File: src/rtl/i2c_tgt_pkg.sv
package i2c_tgt_pkg;

    typedef enum logic [2:0] {
        ST_IDLE,
        ST_ADDR,
        ST_ADDR_ACK,
        ST_WR,
        ST_WR_ACK,
        ST_RD,
        ST_RD_ACK,
        ST_SKIP
    } tgt_state_e;

    typedef struct packed {
        logic scl_rise;
        logic scl_fall;
        logic start;
        logic stop;
    } bus_evt_t;

    function automatic logic addr_hit(input logic [7:0] b, input logic [6:0] own);
        return b[7:1] == own;
    endfunction

endpackage

File: src/rtl/i2c_bus_events.sv
module i2c_bus_events
    import i2c_tgt_pkg::*;
(
    input  logic     clk,
    input  logic     rst,
    input  logic     scl_i,
    input  logic     sda_i,
    output bus_evt_t evt
);
    logic scl_q, sda_q;

    always_ff @(posedge clk) begin
        if (rst) begin
            scl_q <= 1'b1;
            sda_q <= 1'b1;
        end else begin
            scl_q <= scl_i;
            sda_q <= sda_i;
        end
    end

    always_comb begin
        evt.scl_rise = scl_i & ~scl_q;
        evt.scl_fall = ~scl_i & scl_q;
        evt.start    = scl_i & scl_q & sda_q & ~sda_i;
        evt.stop     = scl_i & scl_q & ~sda_q & sda_i;
    end
endmodule

File: src/rtl/i2c_ptr.sv
module i2c_ptr #(
    parameter int PTR_W = 4
) (
    input  logic             clk,
    input  logic             rst,
    input  logic             load,
    input  logic [PTR_W-1:0] load_val,
    input  logic             inc,
    output logic [PTR_W-1:0] ptr
);
    always_ff @(posedge clk) begin
        if (rst)       ptr <= '0;
        else if (load) ptr <= load_val;
        else if (inc)  ptr <= ptr + 1'b1;
    end
endmodule

File: src/rtl/i2c_busy_target.sv
module i2c_busy_target
    import i2c_tgt_pkg::*;
#(
    parameter logic [6:0] OWN_ADDR = 7'h50,
    parameter int         PTR_W    = 4
) (
    input  logic             clk,
    input  logic             rst,
    input  logic             scl_i,
    input  logic             sda_i,
    output logic             sda_oe,
    input  logic             mem_busy,
    output logic [PTR_W-1:0] mem_addr,
    output logic [7:0]       mem_wdata,
    output logic             mem_we,
    input  logic [7:0]       mem_rdata
);
    localparam int CNT_W = 4;
    localparam logic [CNT_W-1:0] BYTE_BITS = CNT_W'(8);

    bus_evt_t         evt;
    tgt_state_e       st;
    logic [7:0]       rx, tx, wdata_q;
    logic [CNT_W-1:0] bitc;
    logic             rw, first, mack;
    logic             we_q, ld_q, rd_inc_q;
    logic [2:0]       rd_idx;

    i2c_bus_events u_evt (
        .clk   (clk),
        .rst   (rst),
        .scl_i (scl_i),
        .sda_i (sda_i),
        .evt   (evt)
    );

    i2c_ptr #(.PTR_W(PTR_W)) u_ptr (
        .clk      (clk),
        .rst      (rst),
        .load     (ld_q),
        .load_val (PTR_W'(wdata_q)),
        .inc      (we_q | rd_inc_q),
        .ptr      (mem_addr)
    );

    assign mem_we    = we_q;
    assign mem_wdata = wdata_q;
    assign rd_idx    = 3'd7 - bitc[2:0];

    always_ff @(posedge clk) begin
        if (rst) begin
            st       <= ST_IDLE;
            rx       <= '0;
            tx       <= '0;
            wdata_q  <= '0;
            bitc     <= '0;
            rw       <= 1'b0;
            first    <= 1'b0;
            mack     <= 1'b0;
            we_q     <= 1'b0;
            ld_q     <= 1'b0;
            rd_inc_q <= 1'b0;
            sda_oe   <= 1'b0;
        end else begin
            we_q     <= 1'b0;
            ld_q     <= 1'b0;
            rd_inc_q <= 1'b0;
            if (evt.start) begin
                st     <= ST_ADDR;
                bitc   <= '0;
                sda_oe <= 1'b0;
            end else if (evt.stop) begin
                st     <= ST_IDLE;
                bitc   <= '0;
                sda_oe <= 1'b0;
            end else begin
                unique case (st)
                    ST_ADDR, ST_WR: begin
                        if (evt.scl_rise) begin
                            rx   <= {rx[6:0], sda_i};
                            bitc <= bitc + 1'b1;
                        end else if (evt.scl_fall && bitc == BYTE_BITS) begin
                            if (mem_busy) begin
                                st <= ST_SKIP;
                            end else if (st == ST_ADDR) begin
                                if (addr_hit(rx, OWN_ADDR)) begin
                                    st     <= ST_ADDR_ACK;
                                    sda_oe <= 1'b1;
                                    rw     <= rx[0];
                                end else begin
                                    st <= ST_SKIP;
                                end
                            end else begin
                                st      <= ST_WR_ACK;
                                sda_oe  <= 1'b1;
                                wdata_q <= rx;
                                if (first) begin
                                    ld_q  <= 1'b1;
                                    first <= 1'b0;
                                end else begin
                                    we_q <= 1'b1;
                                end
                            end
                        end
                    end
                    ST_ADDR_ACK: begin
                        if (evt.scl_fall) begin
                            bitc <= '0;
                            if (rw) begin
                                st       <= ST_RD;
                                tx       <= mem_rdata;
                                rd_inc_q <= 1'b1;
                                sda_oe   <= ~mem_rdata[7];
                            end else begin
                                st     <= ST_WR;
                                first  <= 1'b1;
                                sda_oe <= 1'b0;
                            end
                        end
                    end
                    ST_WR_ACK: begin
                        if (evt.scl_fall) begin
                            st     <= ST_WR;
                            bitc   <= '0;
                            sda_oe <= 1'b0;
                        end
                    end
                    ST_RD: begin
                        if (evt.scl_rise) begin
                            bitc <= bitc + 1'b1;
                        end else if (evt.scl_fall) begin
                            if (bitc == BYTE_BITS) begin
                                st     <= ST_RD_ACK;
                                sda_oe <= 1'b0;
                            end else if (bitc != '0) begin
                                sda_oe <= ~tx[rd_idx];
                            end
                        end
                    end
                    ST_RD_ACK: begin
                        if (evt.scl_rise) begin
                            mack <= ~sda_i;
                        end else if (evt.scl_fall) begin
                            bitc <= '0;
                            if (mack) begin
                                st       <= ST_RD;
                                tx       <= mem_rdata;
                                rd_inc_q <= 1'b1;
                                sda_oe   <= ~mem_rdata[7];
                            end else begin
                                st <= ST_SKIP;
                            end
                        end
                    end
                    default: ;
                endcase
            end
        end
    end
endmodule

File: config.mk
export PLATFORM = sky130hd
export DESIGN_NAME = i2c_busy_target
export DESIGN_NICKNAME = d
export VERILOG_FILES = /design/src/rtl/i2c_tgt_pkg.sv /design/src/rtl/i2c_bus_events.sv /design/src/rtl/i2c_ptr.sv /design/src/rtl/i2c_busy_target.sv
export SDC_FILE = /design/constraint.sdc
export NUM_CORES = 1
export LEC_CHECK = 0
export ABC_AREA = 1
export BUFFER_PORTS_ARGS = -buffer_cell sky130_fd_sc_hd__buf_2
export CAP_MARGIN = 20
export CORE_ASPECT_RATIO = 1.25
export CORE_MARGIN = 1
export CORE_UTILIZATION = 35
export DETAILED_ROUTE_END_ITERATION = 6
export HOLD_SLACK_MARGIN = 0.1
export MAX_ROUTING_LAYER = met4
export PLACE_DENSITY_LB_ADDON = 0.25
export SLEW_MARGIN = 20
export SYNTH_ARGS = -nofsm -noshare
export SYNTH_HDL_FRONTEND = slang
export SYNTH_HIERARCHICAL = 1
export SYNTH_SLANG_ARGS = --single-unit
File: constraint.sdc
create_clock -name clk -period 4.85 [get_ports clk]
set_input_delay 0.2425 -clock clk [delete_from_list [all_inputs] [get_ports clk]]
set_output_delay 0.2425 -clock clk [all_outputs]
set_load 0.01 [all_outputs]
==> summary by stage, run 1 <==
Die
The core region is 0.00617 mm2. The floorplan die width is 73.4 um. The starting density of the core is 36.1%.

In this run the vertical extent of the chip is 91.2 um. In this run the core area contains 32 standard-cell rows. In this run the count of I/O pins placed on the die edge is 27. The die footprint is 0.00669 mm2.

Worst setup path
The arrival time reported for the critical path endpoint is 2.05 ns. The worst reg-to-reg setup slack is 3.00 ns. The worst reg2reg path startpoint is bitc[0]. The data required time of the worst path is 5.06 ns. The biggest fanout along the worst timing path is 11. The critical path class is flop to flop. In this run the worst setup path begins at bitc[0]. The kind of end point of the critical path is a flop. STA classifies the critical path startpoint as a flop.

STA
Setup violations remaining at the end of the flow were counted as 0. The highest attainable clock frequency is 542 MHz. The minimum setup slack in the final design is 3.00 ns. Headroom to the max-slew limit came out at 65.0%. The max-slew violation total from the final report was 0. The count of endpoints failing hold in the final timing report is 0. On the final layout, the worst hold slack is 0.153 ns.

Across the routed clock network, the largest skew measured is 0.00891 ns. The final cycle utilization of the critical path is 38.0%. For the pin with the worst max-slew slack, the measured transition is 0.524 ns. Setup repair after global routing left no endpoint under its margin. For the finished layout, the period the worst path requires is 1.85 ns. The sum of negative setup slack is 0 ns.

GRT
The first-pass GRT wire length is 9030 um. The overall global routing resource usage is 18.0%. The number of antenna violations at the first check in global routing is 0. The final global-route overflow total is 0. The via count of the first global-routing pass came to 1964. The maximum number of pins on one net before global-route repair is 23.

Synth
Yosys attributes the largest share of cell area to sky130_fd_sc_hd__dfxtp_1 40%, sky130_fd_sc_hd__nor2_1 12%, sky130_fd_sc_hd__nand2_1 11%. The fraction of the yosys area taken by sequential cells is 39.5%. The synthesized netlist net count is 354. For this run, asynchronously set or reset flops after synthesis account for 0%.

The top cell type by total area after synthesis is sky130_fd_sc_hd__dfxtp_1. The top cell type by area accounts for 39.5% of the synthesized area. During synthesis, Yosys emitted a total of 6 warnings. The post-synthesis average cell area is 6.59 um2.

The primary flip-flop cell chosen by synthesis mapping is sky130_fd_sc_hd__dfxtp_1. In this run, distinct cell masters in the synthesized netlist total 32. In the synthesized netlist, the cells that appear most often are 71 x sky130_fd_sc_hd__nor2_1, 67 x sky130_fd_sc_hd__nand2_1, 44 x sky130_fd_sc_hd__dfxtp_1. Among all cell types in the netlist, the one instantiated most often is sky130_fd_sc_hd__nor2_1. The synthesized design contains 0 enable-type register cells. Synthesis inferred 44 register bits. The count of mapped cells out of synthesis is 338. The cell area after synthesis is 0.00223 mm2.

Run
Max-cap violations in this run came to 0.

Clock network
The CTS tree is done. The clock-pin transition on the worst setup and hold timing paths is 0.08 ns. The H-tree generated during clock tree synthesis spans 2 levels. For this design, the CTS-stage hold fixing added 0 buffers. The number of buffers inserted to repair setup after CTS is 0.

The tree is rooted in a sky130_fd_sc_hd__clkbuf_8. The maximum clock insertion buffer count is 2. Gates resized during post-CTS repair numbered 0.

The CTS buffer count is 5. Clock latency on the worst-skew pair, taken at its later pin, is 0.31 ns. The clock drives 44 sinks.

Final layout
The number of antenna diodes in the final layout is 0. The number of nets in the finished design is 381. The share of layout cells above drive strength 1 is 13.7%. Cells fill 41.3% of the core in the end. The area added between synthesis and finish is 14.3%.

Run status
The run finished with clean final reports.

Worst hold path
The worst hold-check path type is input pin to flop. The startpoint identified for the worst hold timing path is scl_i.

Pwr
The ratio of total power to cell area is 427 mW/mm2. The worst-case IR drop observed on VDD is 0.221 mV. The analysis attributes to cell leakage a power of 1.17 nW.

Drt
The first-pass detailed-route iteration total is 4. The routed layout has 2172 vias. The number of remaining DRC errors is 0. After detailed routing, the wire length on met1 is 2210 um.

The final layout contains routed wiring with a total length of 5420 um. The detailed route wirelength on metal3 is 189 um. Dividing the detail-routed wire length by the instance count gives 12.0 um. The number of DRC markers in iteration 0 is 131. The top routing layer in use is met4. Once detail routing completed, the nets flagged for antenna violations numbered 0. Detailed routing placed a total of 2810 um of wire on met2.

After detailed routing, the number of vias per cell comes to 4.82.

Placed design
The count of input and output buffers is 26. The worst-case setup slack after placement is 3.01 ns. After legalization and detailed placement, the total HPWL measured 4190 um.

The placer's final routability congestion estimate is 1.01.
## final timing paths
check,end,depth (start not counted)
setup / recovery,mem_wdata[7],10
hold / removal,u_evt/scl_q,3
setup reg to reg,mem_wdata[7],10
hold reg to reg,mem_wdata[4],2
## area by class of cell
type | count | area (um2)
multi-input combinational | 246 | 1160
inverter | 42 | 158
clock buffer | 5 | 68.8
fill | 674 | 3620
timing repair buffer | 26 | 130
sequential | 44 | 881
clock inverter | 3 | 47.5
tap | 85 | 106
## metal layers
layer | GRT usage [%] | vias to the layer above
met5 | - | -
met3 | 3.44 | 16
met2 | 31.3 | 49
met4 | 11.4 | 0
met1 | 18.1 | 973
li1 | - | 1134
## logic make-up after synthesis
kind of cell | synth area share [%]
simple gates | 35.4
flops | 39.5
fa+ha+maj | 1.68
buf+inv | 8.59
xor+xnor | 0.786
compound gates | 14.0
## layout by cell type (no fill, tap or decap), drive strengths merged, types with 2 or more instances in the layout
master / instances
dfxtp: 44
clkbuf: 5
nor2: 75
a21boi: 2
o21ai: 35
nor3b: 2
nor3: 4
inv: 42
ha: 3
clkinv: 2
nand3: 27
nand2: 69
a21oi: 19
buf: 26
nand4: 3
## per-stage QoR
| step | area [um2] | total power [mW] | instances |
|---|---|---|---|
| global route | 2550 | 1.18 | 451 |
| finish | 2550 | 1.09 | 451 |
| detailed placement | 2430 | 0.800 | 443 |
| floorplan | 2230 | 0.723 | 338 |
| CTS | 2550 | 1.09 | 451 |
| global placement | 2430 | 0.804 | 443 |
## registers in the layout, indices dropped and copies added, names as in the netlist, 3 cells and up
name	flops
u_ptr/ptr	4
st	3
bitc	4
rx	8
mem_wdata	8
tx	8
## critical path: stages, from the launching register on
cell                      delay [ns]
sky130_fd_sc_hd__dfxtp_1        0.45
sky130_fd_sc_hd__inv_1          0.15
sky130_fd_sc_hd__ha_1           0.25
sky130_fd_sc_hd__nand3_1        0.11
sky130_fd_sc_hd__nor2_1         0.05
sky130_fd_sc_hd__nand4_1        0.09
sky130_fd_sc_hd__inv_1          0.05
sky130_fd_sc_hd__nand2_1        0.22
sky130_fd_sc_hd__inv_1          0.20
sky130_fd_sc_hd__nor2_1         0.12
sky130_fd_sc_hd__nor2_1         0.05
## power by group
part | switching [mW] | internal [mW] | leakage [nW] | total (mW)
combinational | 0.241 | 0.120 | 0.753 | 0.361
sequential | 0.0435 | 0.392 | 0.356 | 0.435
clock | 0.136 | 0.155 | 0.0583 | 0.291
(Power assumes the default switching activity.)
==> run 2, diff against run 1 <==
==> constraint.sdc (replaced) <==
create_clock -name clk -period 1.7 [get_ports clk]
set_input_delay 0.085 -clock clk [delete_from_list [all_inputs] [get_ports clk]]
set_output_delay 0.085 -clock clk [all_outputs]
set_load 0.01 [all_outputs]
==> run 2 against run 1 <==
Net effect: sequential cell count stayed put; sequential power increased to 2.8 times the previous value; wire length up 6.1%; sequential share of layout area decreased by 3.2 points; final cell count rose by 6.0%; design area is 11% higher; combinational power grew to 3.3 times the previous value; clock power increased to 2.8 times the previous value; hold slack got worse by 0.018 ns; global-route usage rose by 0.94 points; setup slack worse by 2.9 ns; critical path type is now input pin to flop; largest cell class unchanged.
==> summary by stage, run 2 (synthesized netlist as in run 1, its figures left out) <==
Run status
Status: finished clean (unchanged).

STA
The worst hold margin came to 0.135 ns (was 0.153 ns). Unrepaired setup endpoints after global routing: false (unchanged). Subtracting the final worst setup slack from the clock period gives 1.60 ns. The final cycle utilization of the critical path is 94.3%. The max-slew violation total from the final report is 0 (unchanged). The number of setup violations in the final report is 0 (unchanged).

The sum of negative setup slack is 0 ns (unchanged). The count of endpoints failing hold in the final timing report is 0 (unchanged). Timing would allow up to 624 MHz.

The worst-case headroom to the max-slew limit is 78.0% (was 65.0%). The setup clock skew after layout is 0.00597 ns (was 0.00891 ns). The measured slew at the worst slew-check pin came to 0.327 ns (was 0.524 ns).

GRT
The maximum number of pins on one net before global-route repair is 22 (was 23). The overall global routing resource usage was 19.0% (was 18.0%). The final global-route overflow total is 0 (unchanged). The via count of the first global-routing pass is 2160 (was 1964). The first-pass GRT wire length came to 9470 um (was 9030 um). The number of antenna violations at the first check in global routing is 0 (unchanged).

Placed design
The count of input and output buffers was 26 (unchanged). The final HPWL from detailed placement is 4310 um (was 4190 um). The count of placed standard cells including taps was 454 (was 443). The placer's final routability congestion estimate is 0.992 (was 1.01). The instance area after placement is 0.00251 mm2 (was 0.00243 mm2).

Final layout
Highest-count cells in the layout ignoring fill and taps: 67 x sky130_fd_sc_hd__nor2_1, 66 x sky130_fd_sc_hd__nand2_1, 42 x sky130_fd_sc_hd__dfxtp_1 (was 71 x sky130_fd_sc_hd__nor2_1, 67 x sky130_fd_sc_hd__nand2_1, 44 x sky130_fd_sc_hd__dfxtp_1). The number of nets in the finished design is 408 (was 381). The most frequent standard cell in the layout excluding fill and tap cells is sky130_fd_sc_hd__nor2_1 (unchanged). The share of layout cells above drive strength 1 is 20.9% (was 13.7%). The diode insertion count for antenna repair is 0 (unchanged).

The post-route cell area is 0.00282 mm2 (was 0.00255 mm2). The non-filler instance count after layout was 478 (was 451). The final-layout fill cell count was 687 (was 674). The area added between synthesis and finish is 26.3% (was 14.3%).

Die
The floorplan die width is 73.4 um (unchanged). The die footprint is 0.00669 mm2 (unchanged). The top-level port count is 27 (unchanged). The starting density of the core is 36.1% (unchanged). The area of the placeable core was 0.00617 mm2 (unchanged).

The number of cell rows came to 32 (unchanged). The vertical extent of the die is 91.2 um (unchanged).

Pwr
The proportion of power drawn by flip-flops and latches is 37.7% (was 40.0%). The ratio of total power to cell area is 1150 mW/mm2 (was 427 mW/mm2). The leakage power of the design is 1.28 nW (was 1.17 nW). The combinational share of power is 36.8% (was 33.2%). The net switching power figure was 1.22 mW (was 0.421 mW). The switching power as a share of total power is 37.8% (was 38.7%). The worst voltage drop across the vdd grid is 0.582 mV (was 0.221 mV).

The overall power after layout came to 3.23 mW (was 1.09 mW). The design internal power is 2.01 mW (was 0.667 mW). The clock network fraction of design power was 25.5% (was 26.8%).

Worst setup path
The cell family contributing the most delay on the critical path is buffers and inverters (was simple AND/OR/NAND/NOR gates). The biggest fanout along the worst timing path was 4 (was 11). The worst-path cell with the longest stage delay is sky130_fd_sc_hd__dlygate4sd3_1 (was sky130_fd_sc_hd__dfxtp_1). The arrival time reported for the critical path endpoint came to 1.81 ns (was 2.05 ns). The sum of buffers and inverters on the critical path is 3 (unchanged). The startpoint kind of the worst setup timing path is an input pin (was flop). The worst stage delay on the critical path came to 0.54 ns (was 0.45 ns). The data required time of the worst path is 1.90 ns (was 5.06 ns).

The critical path class is input pin to flop (was flop to flop). The kind of end point of the critical path is a flop (unchanged). The worst reg-to-reg setup slack is 0.11 ns (was 3.00 ns). Cells traversed along the worst timing path: dlygate4sd3_1 -> buf_2 -> nand2_1 -> nor2_1 -> nor2_4 -> inv_2 -> nor3_4 -> nand2_1 -> o21ai_0 -> nor2_1 (was inv_1 -> ha_1 -> nand3_1 -> nor2_1 -> nand4_1 -> inv_1 -> nand2_1 -> inv_1 -> nor2_1 -> nor2_1).

Clock network
The latest clock arrival within the worst-skew pair is 0.30 ns (was 0.31 ns). The TritonCTS sink count came to 44 (unchanged). The clock root buffer master is sky130_fd_sc_hd__clkbuf_8 (unchanged). The number of levels in the clock H-tree is 2 (unchanged). The maximum clock insertion buffer count is 2 (unchanged). The CTS buffer count is 5 (unchanged).

The CTS tree is done (unchanged). The clock-pin transition on the worst setup and hold timing paths was 0.09 ns (was 0.08 ns).

Drt
The detailed-route vias per instance is 4.73 (was 4.82). The number of remaining DRC errors is 0 (unchanged). The number of DRC markers in iteration 0 came to 88 (was 131). The average routed wire per standard cell is 12.0 um (about the same).

The number of nets with antenna violations after detailed routing is 0 (unchanged). The first-pass detailed-route iteration total is 5 (was 4). The total via count after detailed routing came to 2263 (was 2172).

The total wire length after detailed routing is 5750 um (was 5420 um).

Worst hold path
The worst hold-check path type was input pin to flop (unchanged).

Run
The number of maximum-capacitance violations is 0 (unchanged).
[run 2: what timing repair did]
| action | 4_1_cts | 5_1_grt |
|---|---|---|
| setup endpoints to repair | 0 | 33 |
| setup buffers | 0 | 4 |
| hold buffers | 10 | 0 |
| resized for setup | 0 | 27 |
| endpoints found under the hold margin | 11 | 0 |
[run 2: routing by layer]
metal	up-vias	share of wire, %	track usage, %
met5	-	0	-
met4	0	3.8	10.6
met3	18	2.7	3.44
met2	45	53	34.3
met1	1015	40	18.6
li1	1185	-	-
[run 2: final timing paths]
check | cells past startpoint | to | start
worst max-delay path | 10 | tx[5] | scl_i
worst min-delay path | 2 | st[0] | rst
worst max register to register | 7 | tx[5] | st[0]
worst min register to register | 1 | mem_we | first
[run 2: through the flow]
stage / worst slack (ns) / util [%]
floorplan: 0.172 / -
global placement: 0.124 / 40.8
detailed placement: 0.114 / 40.8
CTS: 0.0181 / 44.3
global route: 0.00386 / 45.7
finish: 0.0975 / 45.7
[run 2: final cells by class]
type	instances	area (um2)	share of cell area [%]
clock buffer	5	68.8	2.44
clock inverter	3	46.3	1.64
inverter	42	160	5.69
multi-input combinational	247	1200	42.5
sequential	44	883	31.4
tap	85	106	3.78
timing repair buffer	51	347	12.3
timing repair inverter	1	7.51	0.267
[run 2: power by group through the flow]
stage / combinational (mW) / sequential (mW) / clock [mW]
2_1_floorplan: 0.861 / 1.20 / 0
3_3_place_gp: 1.12 / 1.23 / 0
3_5_place_dp: 1.12 / 1.23 / 0
4_1_cts: 1.14 / 1.21 / 0.852
5_1_grt: 1.36 / 1.23 / 0.897
6_report: 1.19 / 1.22 / 0.824
==> run 3, diff against run 2 <==
--- a/config.mk
+++ b/config.mk
@@ -15,6 +15,7 @@
 export HOLD_SLACK_MARGIN = 0.1
 export MAX_ROUTING_LAYER = met4
 export PLACE_DENSITY_LB_ADDON = 0.25
+export SETUP_SLACK_MARGIN = 0.15
 export SLEW_MARGIN = 20
 export SYNTH_ARGS = -nofsm -noshare
 export SYNTH_HDL_FRONTEND = slang
==> constraint.sdc (replaced) <==
create_clock -name clk -period 1.4 [get_ports clk]
set_input_delay 0.07 -clock clk [delete_from_list [all_inputs] [get_ports clk]]
set_output_delay 0.07 -clock clk [all_outputs]
set_load 0.01 [all_outputs]
==> run 3 against run 2 <==
Net effect: the flow now finishes with violations (negative setup slack); via count up 7.7%; wire length up 13%; sequential share of layout area down 4.3 points; register-to-register slack got worse by 0.24 ns; combinational power increased by 87%; sequential power increased by 20%; hold slack lost 0.012 ns; critical path type is now flop to flop; largest cell class unchanged.
==> summary by stage, run 3 (synthesized netlist as in run 1, its figures left out) <==
STA
After layout, the worst path uses 109% of the clock period. The sum of negative setup slack is -1.96 ns (was 0 ns). The worst-case headroom to the max-slew limit was 77.6% (was 78.0%). The minimum setup slack in the final design is -0.127 ns (was 0.0975 ns). Unrepaired setup endpoints after global routing: true (was false).

The setup clock skew after layout was 0.00626 ns (was 0.00597 ns). The measured slew at the worst slew-check pin is 0.333 ns (was 0.327 ns). Derived from the worst setup path, the maximum achievable clock frequency is 655 MHz.

The number of setup violations in the final report is 27 (was 0). The max-slew violation total from the final report is 0 (unchanged). The count of endpoints failing hold in the final timing report is 0 (unchanged).

The final critical-path required period is 1.53 ns.

Die
The area of the placeable core came to 0.00617 mm2 (unchanged). The floorplan die width is 73.4 um (unchanged). The top-level port count is 27 (unchanged). The starting density of the core was 36.1% (unchanged).

The number of cell rows is 32 (unchanged). The die footprint was 0.00669 mm2 (unchanged). The vertical extent of the die came to 91.2 um (unchanged).

Clock network
The number of levels in the clock H-tree is 2 (unchanged). The TritonCTS sink count came to 44 (unchanged). The clock root buffer master is sky130_fd_sc_hd__clkbuf_8 (unchanged).

The clock-pin transition on the worst setup and hold timing paths came to 0.09 ns (about the same). The CTS tree is done (unchanged). The maximum clock insertion buffer count is 2 (unchanged). The CTS buffer count was 5 (unchanged).

The latest clock arrival within the worst-skew pair was 0.31 ns (was 0.30 ns).

Run status
Status: finished, violations left (was finished clean). The checks that failed: negative setup slack.

Pwr
The ratio of total power to cell area is 1430 mW/mm2 (was 1150 mW/mm2). The leakage power of the design came to 1.48 nW (was 1.28 nW). The overall power after layout is 4.71 mW (was 3.23 mW).

The worst voltage drop across the vdd grid is 1.15 mV (was 0.582 mV).

Placed design
The count of placed standard cells including taps is 478 (was 454). The placer's final routability congestion estimate is 0.930 (was 0.992). The count of input and output buffers is 26 (unchanged). The final HPWL from detailed placement is 4410 um (was 4310 um).

Worst setup path
The count of cells along the worst register-to-register path came to 10 (was 7). The worst reg-to-reg setup slack is -0.13 ns (was 0.11 ns). The cell family contributing the most delay on the critical path is simple AND/OR/NAND/NOR gates (was buffers and inverters). The biggest fanout along the worst timing path was 5 (was 4). The critical path class is flop to flop (was input pin to flop).

Cells traversed along the worst timing path: buf_6 -> nand2_4 -> nor2_4 -> nor2_4 -> inv_2 -> nor3_4 -> nand2_4 -> inv_4 -> o21ai_2 -> a21oi_1 (was dlygate4sd3_1 -> buf_2 -> nand2_1 -> nor2_1 -> nor2_4 -> inv_2 -> nor3_4 -> nand2_1 -> o21ai_0 -> nor2_1). The startpoint kind of the worst setup timing path is a flop (was input pin). The data required time of the worst path is 1.64 ns (was 1.90 ns). The kind of end point of the critical path is a flop (unchanged). The worst reg2reg path startpoint is u_evt/scl_q (was st[0]). The critical register-to-register path endpoint is tx[7] (was tx[5]). The worst-path cell with the longest stage delay is sky130_fd_sc_hd__dfxtp_2 (was sky130_fd_sc_hd__dlygate4sd3_1). The worst stage delay on the critical path is 0.35 ns (was 0.54 ns). The sum of buffers and inverters on the critical path is 3 (unchanged).

The arrival time reported for the critical path endpoint is 1.77 ns (was 1.81 ns).

Final layout
Highest-count cells in the layout ignoring fill and taps: 59 x sky130_fd_sc_hd__nand2_1, 50 x sky130_fd_sc_hd__nor2_1, 38 x sky130_fd_sc_hd__dfxtp_1 (was 67 x sky130_fd_sc_hd__nor2_1, 66 x sky130_fd_sc_hd__nand2_1, 42 x sky130_fd_sc_hd__dfxtp_1). The most frequent standard cell in the layout excluding fill and tap cells is sky130_fd_sc_hd__nand2_1 (was sky130_fd_sc_hd__nor2_1). The number of nets in the finished design is 438 (was 408).

The area added between synthesis and finish came to 47.8% (was 26.3%). The share of layout cells above drive strength 1 is 36.9% (was 20.9%). The non-filler instance count after layout is 508 (was 478).

The diode insertion count for antenna repair is 0 (unchanged). The post-layout utilization of the core is 53.4% (was 45.7%).

GRT
The maximum number of pins on one net before global-route repair was 22 (unchanged). The final global-route overflow total came to 0 (unchanged). The number of antenna violations at the first check in global routing was 0 (unchanged). The overall global routing resource usage is 20.4% (was 19.0%). The first-pass GRT wire length is 10200 um (was 9470 um). The via count of the first global-routing pass was 2330 (was 2160).

Drt
The first-pass detailed-route iteration total came to 6 (was 5). The total wire length after detailed routing is 6480 um (was 5750 um). The total via count after detailed routing is 2438 (was 2263). The number of nets with antenna violations after detailed routing is 0 (unchanged). The number of DRC markers in iteration 0 is 97 (was 88). The number of remaining DRC errors is 0 (unchanged). The average routed wire per standard cell is 12.7 um (was 12.0 um). The detailed-route vias per instance came to 4.80 (was 4.73).

Worst hold path
The worst hold path stage count is 3 (was 2). The startpoint of the most critical hold path is sda_i (was rst). The worst hold-check path type is input pin to flop (unchanged).

The worst hold path endpoint was rx[0] (was st[0]).

Run
The number of maximum-capacitance violations came to 0 (unchanged).
[run 3: changes by cell type in the layout (fill, tap and decap cells not counted), sizes merged]
cell and change:
buf +28, clkinvlp -1, dlygate4sd3 +1, inv +1, nand2 +1
[run 3: repair_timing]
item / in CTS / in global routing
hold buffers: 11 / 0
hold endpoints to repair: 11 / 0
cloned: 1 / 3
buffers inserted: 2 / 5
pin swaps: 11 / 24
setup endpoints to repair: 37 / 38
gates resized for setup: 16 / 61
[run 3: final cells by class]
class	count	area, um2
sequential	44	891
clock inverter	3	45.0
multi-input combinational	248	1410
tap	85	106
clock buffer	5	68.8
timing repair inverter	1	7.51
timing repair buffer	80	607
fill	629	2870
inverter	42	163
[run 3: routing by layer]
| metal | global-route usage [%] | part of all wire (%) | vias up |
|---|---|---|---|
| li1 | - | - | 1248 |
| met1 | 22.0 | 43 | 1114 |
| met2 | 36.1 | 51 | 58 |
| met3 | 3.44 | 3.2 | 18 |
| met4 | 8.49 | 3.0 | 0 |
| met5 | - | 0 | - |
[run 3: worst max-delay path by stage]
stage	from	depth (start not counted)	slack, ns	end
6_report	u_evt/scl_q	10	-0.13	tx[7]
5_1_grt	u_evt/scl_q	10	-0.22	tx[7]
4_1_cts	u_evt/scl_q	12	-0.08	st[0]
3_5_place_dp	u_evt/scl_q	12	-0.1	st[0]
3_3_place_gp	st[2]	6	-0.1	bitc[1]
2_1_floorplan	bitc[0]	10	0.06	mem_wdata[1]
[run 3: worst register-to-register path, stage by stage (launching register included)]
cell and delay (ns):
sky130_fd_sc_hd__dfxtp_2 0.35, sky130_fd_sc_hd__buf_6 0.12, sky130_fd_sc_hd__nand2_4 0.08, sky130_fd_sc_hd__nor2_4 0.05, sky130_fd_sc_hd__nor2_4 0.17, sky130_fd_sc_hd__inv_2 0.09, sky130_fd_sc_hd__nor3_4 0.20, sky130_fd_sc_hd__nand2_4 0.13
sky130_fd_sc_hd__inv_4 0.10, sky130_fd_sc_hd__o21ai_2 0.06, sky130_fd_sc_hd__a21oi_1 0.13
[run 3: power breakdown]
part	internal (mW)	total (mW)	switching (mW)	leakage [nW]
Sequential	1.37	1.47	0.0941	0.357
Clock	0.539	1.02	0.479	0.0591
Combinational	0.965	2.22	1.26	1.06
Total	2.88	4.71	1.83	1.48
[run 3: stage by stage]
step / setup slack, ns / hold WS [ns] / instance area (um2)
2_1_floorplan: 0.0623 / 0.139 / 2290
3_3_place_gp: -0.0978 / 0.301 / 2750
3_5_place_dp: -0.0987 / 0.304 / 2750
4_1_cts: -0.0812 / 0.134 / 3040
5_1_grt: -0.221 / 0.146 / 3290
6_report: -0.127 / 0.122 / 3290
